<file path="config.mk">
export PLATFORM = sky130hd
export DESIGN_NAME = spi_regport
export DESIGN_NICKNAME = d
export VERILOG_FILES = /design/src/rtl/spi_regport_pkg.sv /design/src/rtl/spi_regport_sync.sv /design/src/rtl/spi_regport_edge.sv /design/src/rtl/spi_regport_shift.sv /design/src/rtl/spi_regport_regs.sv /design/src/rtl/spi_regport.sv
export SDC_FILE = /design/constraint.sdc
export NUM_CORES = 1
export LEC_CHECK = 0
export ABC_AREA = 1
export ABC_CLOCK_PERIOD_IN_PS = 2600
export BUFFER_PORTS_ARGS = -buffer_cell sky130_fd_sc_hd__buf_4
export CAP_MARGIN = 20
export CORE_UTILIZATION = 67
export CTS_CLUSTER_SIZE = 20
export DETAILED_ROUTE_END_ITERATION = 16
export PLACE_DENSITY = 0.85
export SLEW_MARGIN = 30
export SYNTH_ARGS = -nofsm -noshare
export SYNTH_HDL_FRONTEND = slang
export SYNTH_SLANG_ARGS = --single-unit
</file>
<file path="constraint.sdc">
create_clock -name clk -period 2.6 [get_ports clk]
set_input_delay 0.26 -clock clk [delete_from_list [all_inputs] [get_ports clk]]
set_output_delay 0.26 -clock clk [all_outputs]
set_load 0.01 [all_outputs]
</file>
<file path="src/rtl/spi_regport_pkg.sv">
package spi_regport_pkg;
  localparam int unsigned BYTE_W = 8;
  localparam int unsigned ADDR_W = BYTE_W - 1;

  typedef struct packed {
    logic [ADDR_W-1:0] addr;
    logic [BYTE_W-1:0] data;
  } wr_evt_t;

  // Sampling happens on the rising edge when polarity equals phase.
  function automatic logic sample_on_rise(input logic pol, input logic pha);
    return pol == pha;
  endfunction
endpackage

</file>
<file path="src/rtl/spi_regport_sync.sv">
module spi_regport_sync #(
  parameter int unsigned     STAGES  = 2,
  parameter int unsigned     W       = 3,
  parameter logic [W-1:0]    RST_VAL = '0
) (
  input  logic         clk,
  input  logic         rst_n,
  input  logic [W-1:0] async_i,
  output logic [W-1:0] sync_o
);
  logic [W-1:0] chain [STAGES];

  always_ff @(posedge clk or negedge rst_n) begin
    if (!rst_n) begin
      for (int i = 0; i < int'(STAGES); i++) chain[i] <= RST_VAL;
    end else begin
      chain[0] <= async_i;
      for (int i = 1; i < int'(STAGES); i++) chain[i] <= chain[i-1];
    end
  end

  assign sync_o = chain[STAGES-1];
endmodule

</file>
<file path="src/rtl/spi_regport_edge.sv">
module spi_regport_edge
  import spi_regport_pkg::*;
(
  input  logic clk,
  input  logic rst_n,
  input  logic sclk_s,
  input  logic active,
  input  logic cpol,
  input  logic cpha,
  output logic sample_o,
  output logic shift_o
);
  logic prev_q;
  logic rise, fall, on_rise;

  always_ff @(posedge clk or negedge rst_n) begin
    if (!rst_n) prev_q <= 1'b0;
    else        prev_q <= sclk_s;
  end

  assign rise    = sclk_s & ~prev_q;
  assign fall    = ~sclk_s & prev_q;
  assign on_rise = sample_on_rise(cpol, cpha);

  assign sample_o = active & (on_rise ? rise : fall);
  assign shift_o  = active & (on_rise ? fall : rise);
endmodule

</file>
<file path="src/rtl/spi_regport_shift.sv">
module spi_regport_shift #(
  parameter int unsigned W = 8
) (
  input  logic         clk,
  input  logic         rst_n,
  input  logic         clear,
  input  logic         sample,
  input  logic         shift,
  input  logic         sdi_s,
  input  logic         load,
  input  logic [W-1:0] load_data,
  output logic         byte_done,
  output logic [W-1:0] byte_o,
  output logic         sdo_bit
);
  localparam int unsigned CW = $clog2(W);
  localparam logic [CW-1:0] LAST = CW'(W - 1);

  logic [CW-1:0] cnt_q;
  logic [W-1:0]  rx_q, tx_q;
  logic          skip_q;

  always_ff @(posedge clk or negedge rst_n) begin
    if (!rst_n) begin
      cnt_q  <= '0;
      rx_q   <= '0;
      tx_q   <= '0;
      skip_q <= 1'b0;
    end else if (clear) begin
      cnt_q  <= '0;
      rx_q   <= '0;
      tx_q   <= '0;
      skip_q <= 1'b0;
    end else begin
      if (sample) begin
        rx_q  <= byte_o;
        cnt_q <= (cnt_q == LAST) ? '0 : cnt_q + 1'b1;
      end
      if (load) begin
        tx_q   <= load_data;
        skip_q <= 1'b1;
      end else if (shift) begin
        // The first shift edge after a load keeps the freshly loaded MSB.
        if (skip_q) skip_q <= 1'b0;
        else        tx_q   <= {tx_q[W-2:0], 1'b0};
      end
    end
  end

  assign byte_o    = {rx_q[W-2:0], sdi_s};
  assign byte_done = sample && (cnt_q == LAST);
  assign sdo_bit   = tx_q[W-1];
endmodule

</file>
<file path="src/rtl/spi_regport_regs.sv">
module spi_regport_regs #(
  parameter int unsigned NREG = 16,
  parameter int unsigned W    = 8,
  localparam int unsigned IW  = $clog2(NREG)
) (
  input  logic          clk,
  input  logic          rst_n,
  input  logic          we,
  input  logic [IW-1:0] waddr,
  input  logic [W-1:0]  wdata,
  input  logic [IW-1:0] raddr,
  output logic [W-1:0]  rdata
);
  logic [W-1:0] bank [NREG];

  for (genvar g = 0; g < int'(NREG); g++) begin : g_reg
    logic [W-1:0] q;
    always_ff @(posedge clk or negedge rst_n) begin
      if (!rst_n)                          q <= '0;
      else if (we && waddr == IW'(g))      q <= wdata;
    end
    assign bank[g] = q;
  end

  assign rdata = bank[raddr];
endmodule

</file>
<file path="src/rtl/spi_regport.sv">
module spi_regport
  import spi_regport_pkg::*;
#(
  parameter int unsigned NREG        = 16,
  parameter int unsigned SYNC_STAGES = 2
) (
  input  logic              clk,
  input  logic              rst_n,
  input  logic              cpol,
  input  logic              cpha,
  input  logic              sclk,
  input  logic              cs_n,
  input  logic              sdi,
  output logic              sdo_d,
  output logic              sdo_oe,
  output logic              wr_valid,
  output logic [ADDR_W-1:0] wr_addr,
  output logic [BYTE_W-1:0] wr_data
);
  localparam int unsigned IDX_W = $clog2(NREG);

  logic [2:0]        sync_v;
  logic              cs_idle, sclk_s, sdi_s;
  logic              sample_evt, shift_evt, tx_load, byte_done;
  logic [BYTE_W-1:0] rx_byte, rd_data;
  logic [ADDR_W-1:0] addr_q, addr_nxt, load_addr;
  logic              in_cmd_q, is_rd_q, oe_q, wv_q;
  wr_evt_t           wr_q;

  spi_regport_sync #(.STAGES(SYNC_STAGES), .W(3), .RST_VAL(3'b100)) u_sync (
    .clk(clk), .rst_n(rst_n), .async_i({cs_n, sclk, sdi}), .sync_o(sync_v)
  );
  assign {cs_idle, sclk_s, sdi_s} = sync_v;

  spi_regport_edge u_edge (
    .clk(clk), .rst_n(rst_n), .sclk_s(sclk_s), .active(!cs_idle),
    .cpol(cpol), .cpha(cpha), .sample_o(sample_evt), .shift_o(shift_evt)
  );

  assign addr_nxt  = addr_q + 1'b1;
  assign tx_load   = byte_done && (in_cmd_q ? rx_byte[BYTE_W-1] : is_rd_q);
  assign load_addr = in_cmd_q ? rx_byte[ADDR_W-1:0] : addr_nxt;

  spi_regport_shift #(.W(BYTE_W)) u_shift (
    .clk(clk), .rst_n(rst_n), .clear(cs_idle), .sample(sample_evt),
    .shift(shift_evt), .sdi_s(sdi_s), .load(tx_load), .load_data(rd_data),
    .byte_done(byte_done), .byte_o(rx_byte), .sdo_bit(sdo_d)
  );

  spi_regport_regs #(.NREG(NREG), .W(BYTE_W)) u_regs (
    .clk(clk), .rst_n(rst_n), .we(wv_q), .waddr(wr_q.addr[IDX_W-1:0]),
    .wdata(wr_q.data), .raddr(load_addr[IDX_W-1:0]), .rdata(rd_data)
  );

  always_ff @(posedge clk or negedge rst_n) begin
    if (!rst_n) begin
      in_cmd_q <= 1'b1;
      is_rd_q  <= 1'b0;
      oe_q     <= 1'b0;
      wv_q     <= 1'b0;
      addr_q   <= '0;
      wr_q     <= '0;
    end else if (cs_idle) begin
      in_cmd_q <= 1'b1;
      is_rd_q  <= 1'b0;
      oe_q     <= 1'b0;
      wv_q     <= 1'b0;
    end else begin
      wv_q <= 1'b0;
      if (byte_done) begin
        if (in_cmd_q) begin
          in_cmd_q <= 1'b0;
          is_rd_q  <= rx_byte[BYTE_W-1];
          oe_q     <= rx_byte[BYTE_W-1];
          addr_q   <= rx_byte[ADDR_W-1:0];
        end else if (is_rd_q) begin
          addr_q <= addr_nxt;
        end else begin
          wv_q      <= 1'b1;
          wr_q.addr <= addr_q;
          wr_q.data <= rx_byte;
          addr_q    <= addr_nxt;
        end
      end
    end
  end

  assign sdo_oe   = oe_q;
  assign wr_valid = wv_q;
  assign wr_addr  = wr_q.addr;
  assign wr_data  = wr_q.data;
endmodule

</file>
==> flow_summary_export.csv <==
group,metric,value,unit
routing,totalWireLength,20900,um
synth,async_reset_ff_share,100,%
global_routing,antenna_found_initial,0,
clock_tree,cts_resized,0,
finish,layout.nets,974,
routing,drc,1,
power_and_ir_drop,comb_power_share,4.8,%
worst_setup_path,critPathRequiredTime,2.93,ns
clock_tree,worstSkewPairLatency,0.44,ns
placement,gpl.final_weighted_congestion,0.896,
synth,synth_area_per_cell,8.46,um^2
die,coreArea,0.0116,mm^2
power_and_ir_drop,p_leak,0.00416,uW
routing,wl_per_cell,18.7,um
run_status,status,"finished with violations",
worst_setup_path,end_kind,"register",
timing,worst_hold_slack,0.299,ns
die,die_area,0.0125,mm^2
placement,dpl.cell_count,1084,
synth,synth_edf_count,0,
finish,layout-drive-gt1-share,9.42,%
synth,yosysUniqueCellTypes,29,
timing,max_freq,426,MHz
power_and_ir_drop,p_clk_share,43.7,%
synth,syn-num-nets,966,
clock_tree,numCtsBuffers,17,
synth,ys_ff_latch,180,
global_routing,grt_pass1_wl,34200,um
placement,dp_hpwl,12900,um
worst_setup_path,cp_top_family,"compound AO/OA/AOI/OAI gates",
power_and_ir_drop,sw_frac_of_total,23.0,%
worst_setup_path,slowest_delay,0.80,ns
job,drv_cap,0,
finish,num_antenna_cells,0,
worst_setup_path,worstPathArrival,2.68,ns
global_routing,grt_max_degree,63,
run_status,violations,"DRC",
worst_setup_path,crit_chain,"inv_2, o21ai_4, nand3_1, nand3_1, nand3_1, nand3_1, nand2_1",
synth,yosysTopAreaCell,"dfrtp_1",
timing,hold_viol_final,0,
worst_setup_path,slowest_stage,"o21ai_4",
finish,instances_no_fill,1120,
clock_tree,path_clk_slew,0.06,ns
clock_tree,cts_sinks,180,
routing,antenna_left,0,
synth,yosysMostFrequentCell,"nand2_1",
timing,tightest_slew,0.971,ns
worst_setup_path,cpMostUsedCell,"nand3_1",
finish,n_fill_cell,800,
synth,ys_warn_count,0,
timing,fin_crit,2.35,ns
die,start_util,69.9,%
global_routing,grt_usage,36.0,%
die,die_height,112,um
clock_tree,cts.path.max_buffers,2,
worst_setup_path,critical_path_class,"reg -> reg",
power_and_ir_drop,p_int,4220,uW
clock_tree,htree_levels,4,
routing,vias,6997,
synth,netlist_top_cells_area,"dfrtp_1, nand2_1, nand3_1, o21ai_0, inv_1",
timing,rsz0062_at_grt,"no",
worst_setup_path,critPathBufInv,1,
timing,fin_crit_sh,90.3,%
die,ios,25,
die,row_count,39,
worst_setup_path,cp-start-kind,"register",
power_and_ir_drop,p_per_area,614,mW/mm^2
min_path,hp-class,"in -> reg",
timing,final_max_slew_viol_count,0,
timing,finalSetupTns,0,ns
die,die_w,112,um
routing,first_pass_iters,13,
synth,synth_common_cells,"nand2_1, dfrtp_1, nand3_1, o21ai_0, inv_1",
worst_setup_path,cp_max_fo,32,
power_and_ir_drop,ir_drop,0.000639,V
power_and_ir_drop,p_switching,1260,uW
worst_setup_path,regToRegSetupSlack,0.25,ns
synth,synth_ff_type,"dfrtp_1",
synth,synth_cells,956,
routing,drtIter0Drc,966,
synth,synth_top_area_share,54.8,%
timing,slew_headroom,35.0,%
global_routing,grt_pass1_vias,6783,
timing,skew,0.00573,ns
clock_tree,cts_tree,"built",
routing,avgViaCountPerCell,6.25,
synth,synth_area,0.00808,mm^2
global_routing,grt_remaining_overflow,0,
power_and_ir_drop,pwr-share-seq,51.6,%
synth,ys_seq_area_share,55.8,%
clock_tree,cts_root_buf,"clkbuf_16",
finish,syn2layout_area_growth,10.4,%
placement,portBuffers,24,
timing,setup_viol,0,
power groups by stage:
stage | clock [uW] | combinational (uW) | sequential, uW
4_1_cts | 2400 | 258 | 2820
5_1_grt | 2510 | 284 | 2820
3_3_place_gp | 0 | 248 | 2870
3_5_place_dp | 0 | 252 | 2870
6_report | 2390 | 261 | 2820
2_1_floorplan | 0 | 130 | 2870
state kept, by name (all words and copies together) (netlist names):
register and count:
sdo_oe 1, in_cmd_q 1, u_shift.rx_q 7, u_shift.skip_q 1, u_regs.g.q 128, is_rd_q 1, wr_data 8, wr_valid 1
addr_q 7, u_sync.sync_o 3, wr_addr 7, u_sync.chain 3, u_shift.cnt_q 3, u_shift.tx_q 8, u_edge.prev_q 1
cell type report:
cell class	instances	area, um^2	area share (%)
flip-flops and latches	180	4510	50.5
multi-input cells	678	3160	35.4
clock buffers	22	454	5.09
repair buffers	40	364	4.08
well taps	143	179	2.01
inverters	47	176	1.98
clock inverters	10	83.8	0.940
tightest hold or removal path: cells and delay by family:
family	cells	cell delay [ns]
buf+inv	1	0.08
simple gates	3	0.28
compound gates	1	0.07
kinds of logic after synthesis:
family	synth area share, %
simple gates	26.8
flops	55.8
compound gates	11.4
buf+inv	5.23
xor+xnor	0.325
fa+ha+maj	0.464
cell usage in the layout (no fill, tap or decap), types with 2 or more instances in the layout:
cell type and count:
o22ai_1 7, o21ai_0 145, inv_1 40, buf_4 31
xor2_1 3, o21ai_1 12, nand2_2 4, a21oi_1 4
clkbuf_16 17, nor2_1 9, clkinv_2 6, nand2_1 312
clkbuf_1 4, o31ai_1 2, buf_12 4, ha_1 3
dfrtp_1 177, nor3_2 3, nand3_1 157, nand2_4 4
clkinvlp_4 2, o21ai_2 2, dfstp_2 3, o211ai_1 2
nand4_1 3, inv_2 7, nor2_4 2, dlygate4sd3_1 4
stage by stage:
stage	total power (uW)	utilization, %	area (um^2)	setup slack (ns)
after global routing	5620	77.1	8920	0.133
after CTS	5480	77.1	8920	0.328
after floorplan	3000	-	8080	0.867
after detailed placement	3130	72.1	8340	0.356
after global placement	3120	72.1	8340	0.405
final	5470	77.1	8920	0.253
path summary, 6_finish.rpt:
path	from	cells after the start	to
setup reg to reg	in_cmd_q	7	u_shift.tx_q[0]
hold / removal	cpha	5	u_shift.cnt_q[0]
setup / recovery	in_cmd_q	7	u_shift.tx_q[0]
min in group asynchronous	rst_n	2	u_regs.g_reg[4].q[2]
hold reg to reg	u_sync.chain[3]	0	u_sync.sync_o[0]
max in group asynchronous	rst_n	3	u_sync.chain[5]
routing by layer:
metal	share of wire [%]	global-route usage (%)
met1	41	49.1
met2	45	53.6
met3	9.4	8.76
met4	4.4	19.5
met5	0	0
repair_timing:
item	CTS	global route
buffers inserted	0	0
setup endpoints to repair	0	0
hold buffers	4	0
endpoints found under the hold margin	61	0
No activity file was read; power rests on OpenSTA's default activity.
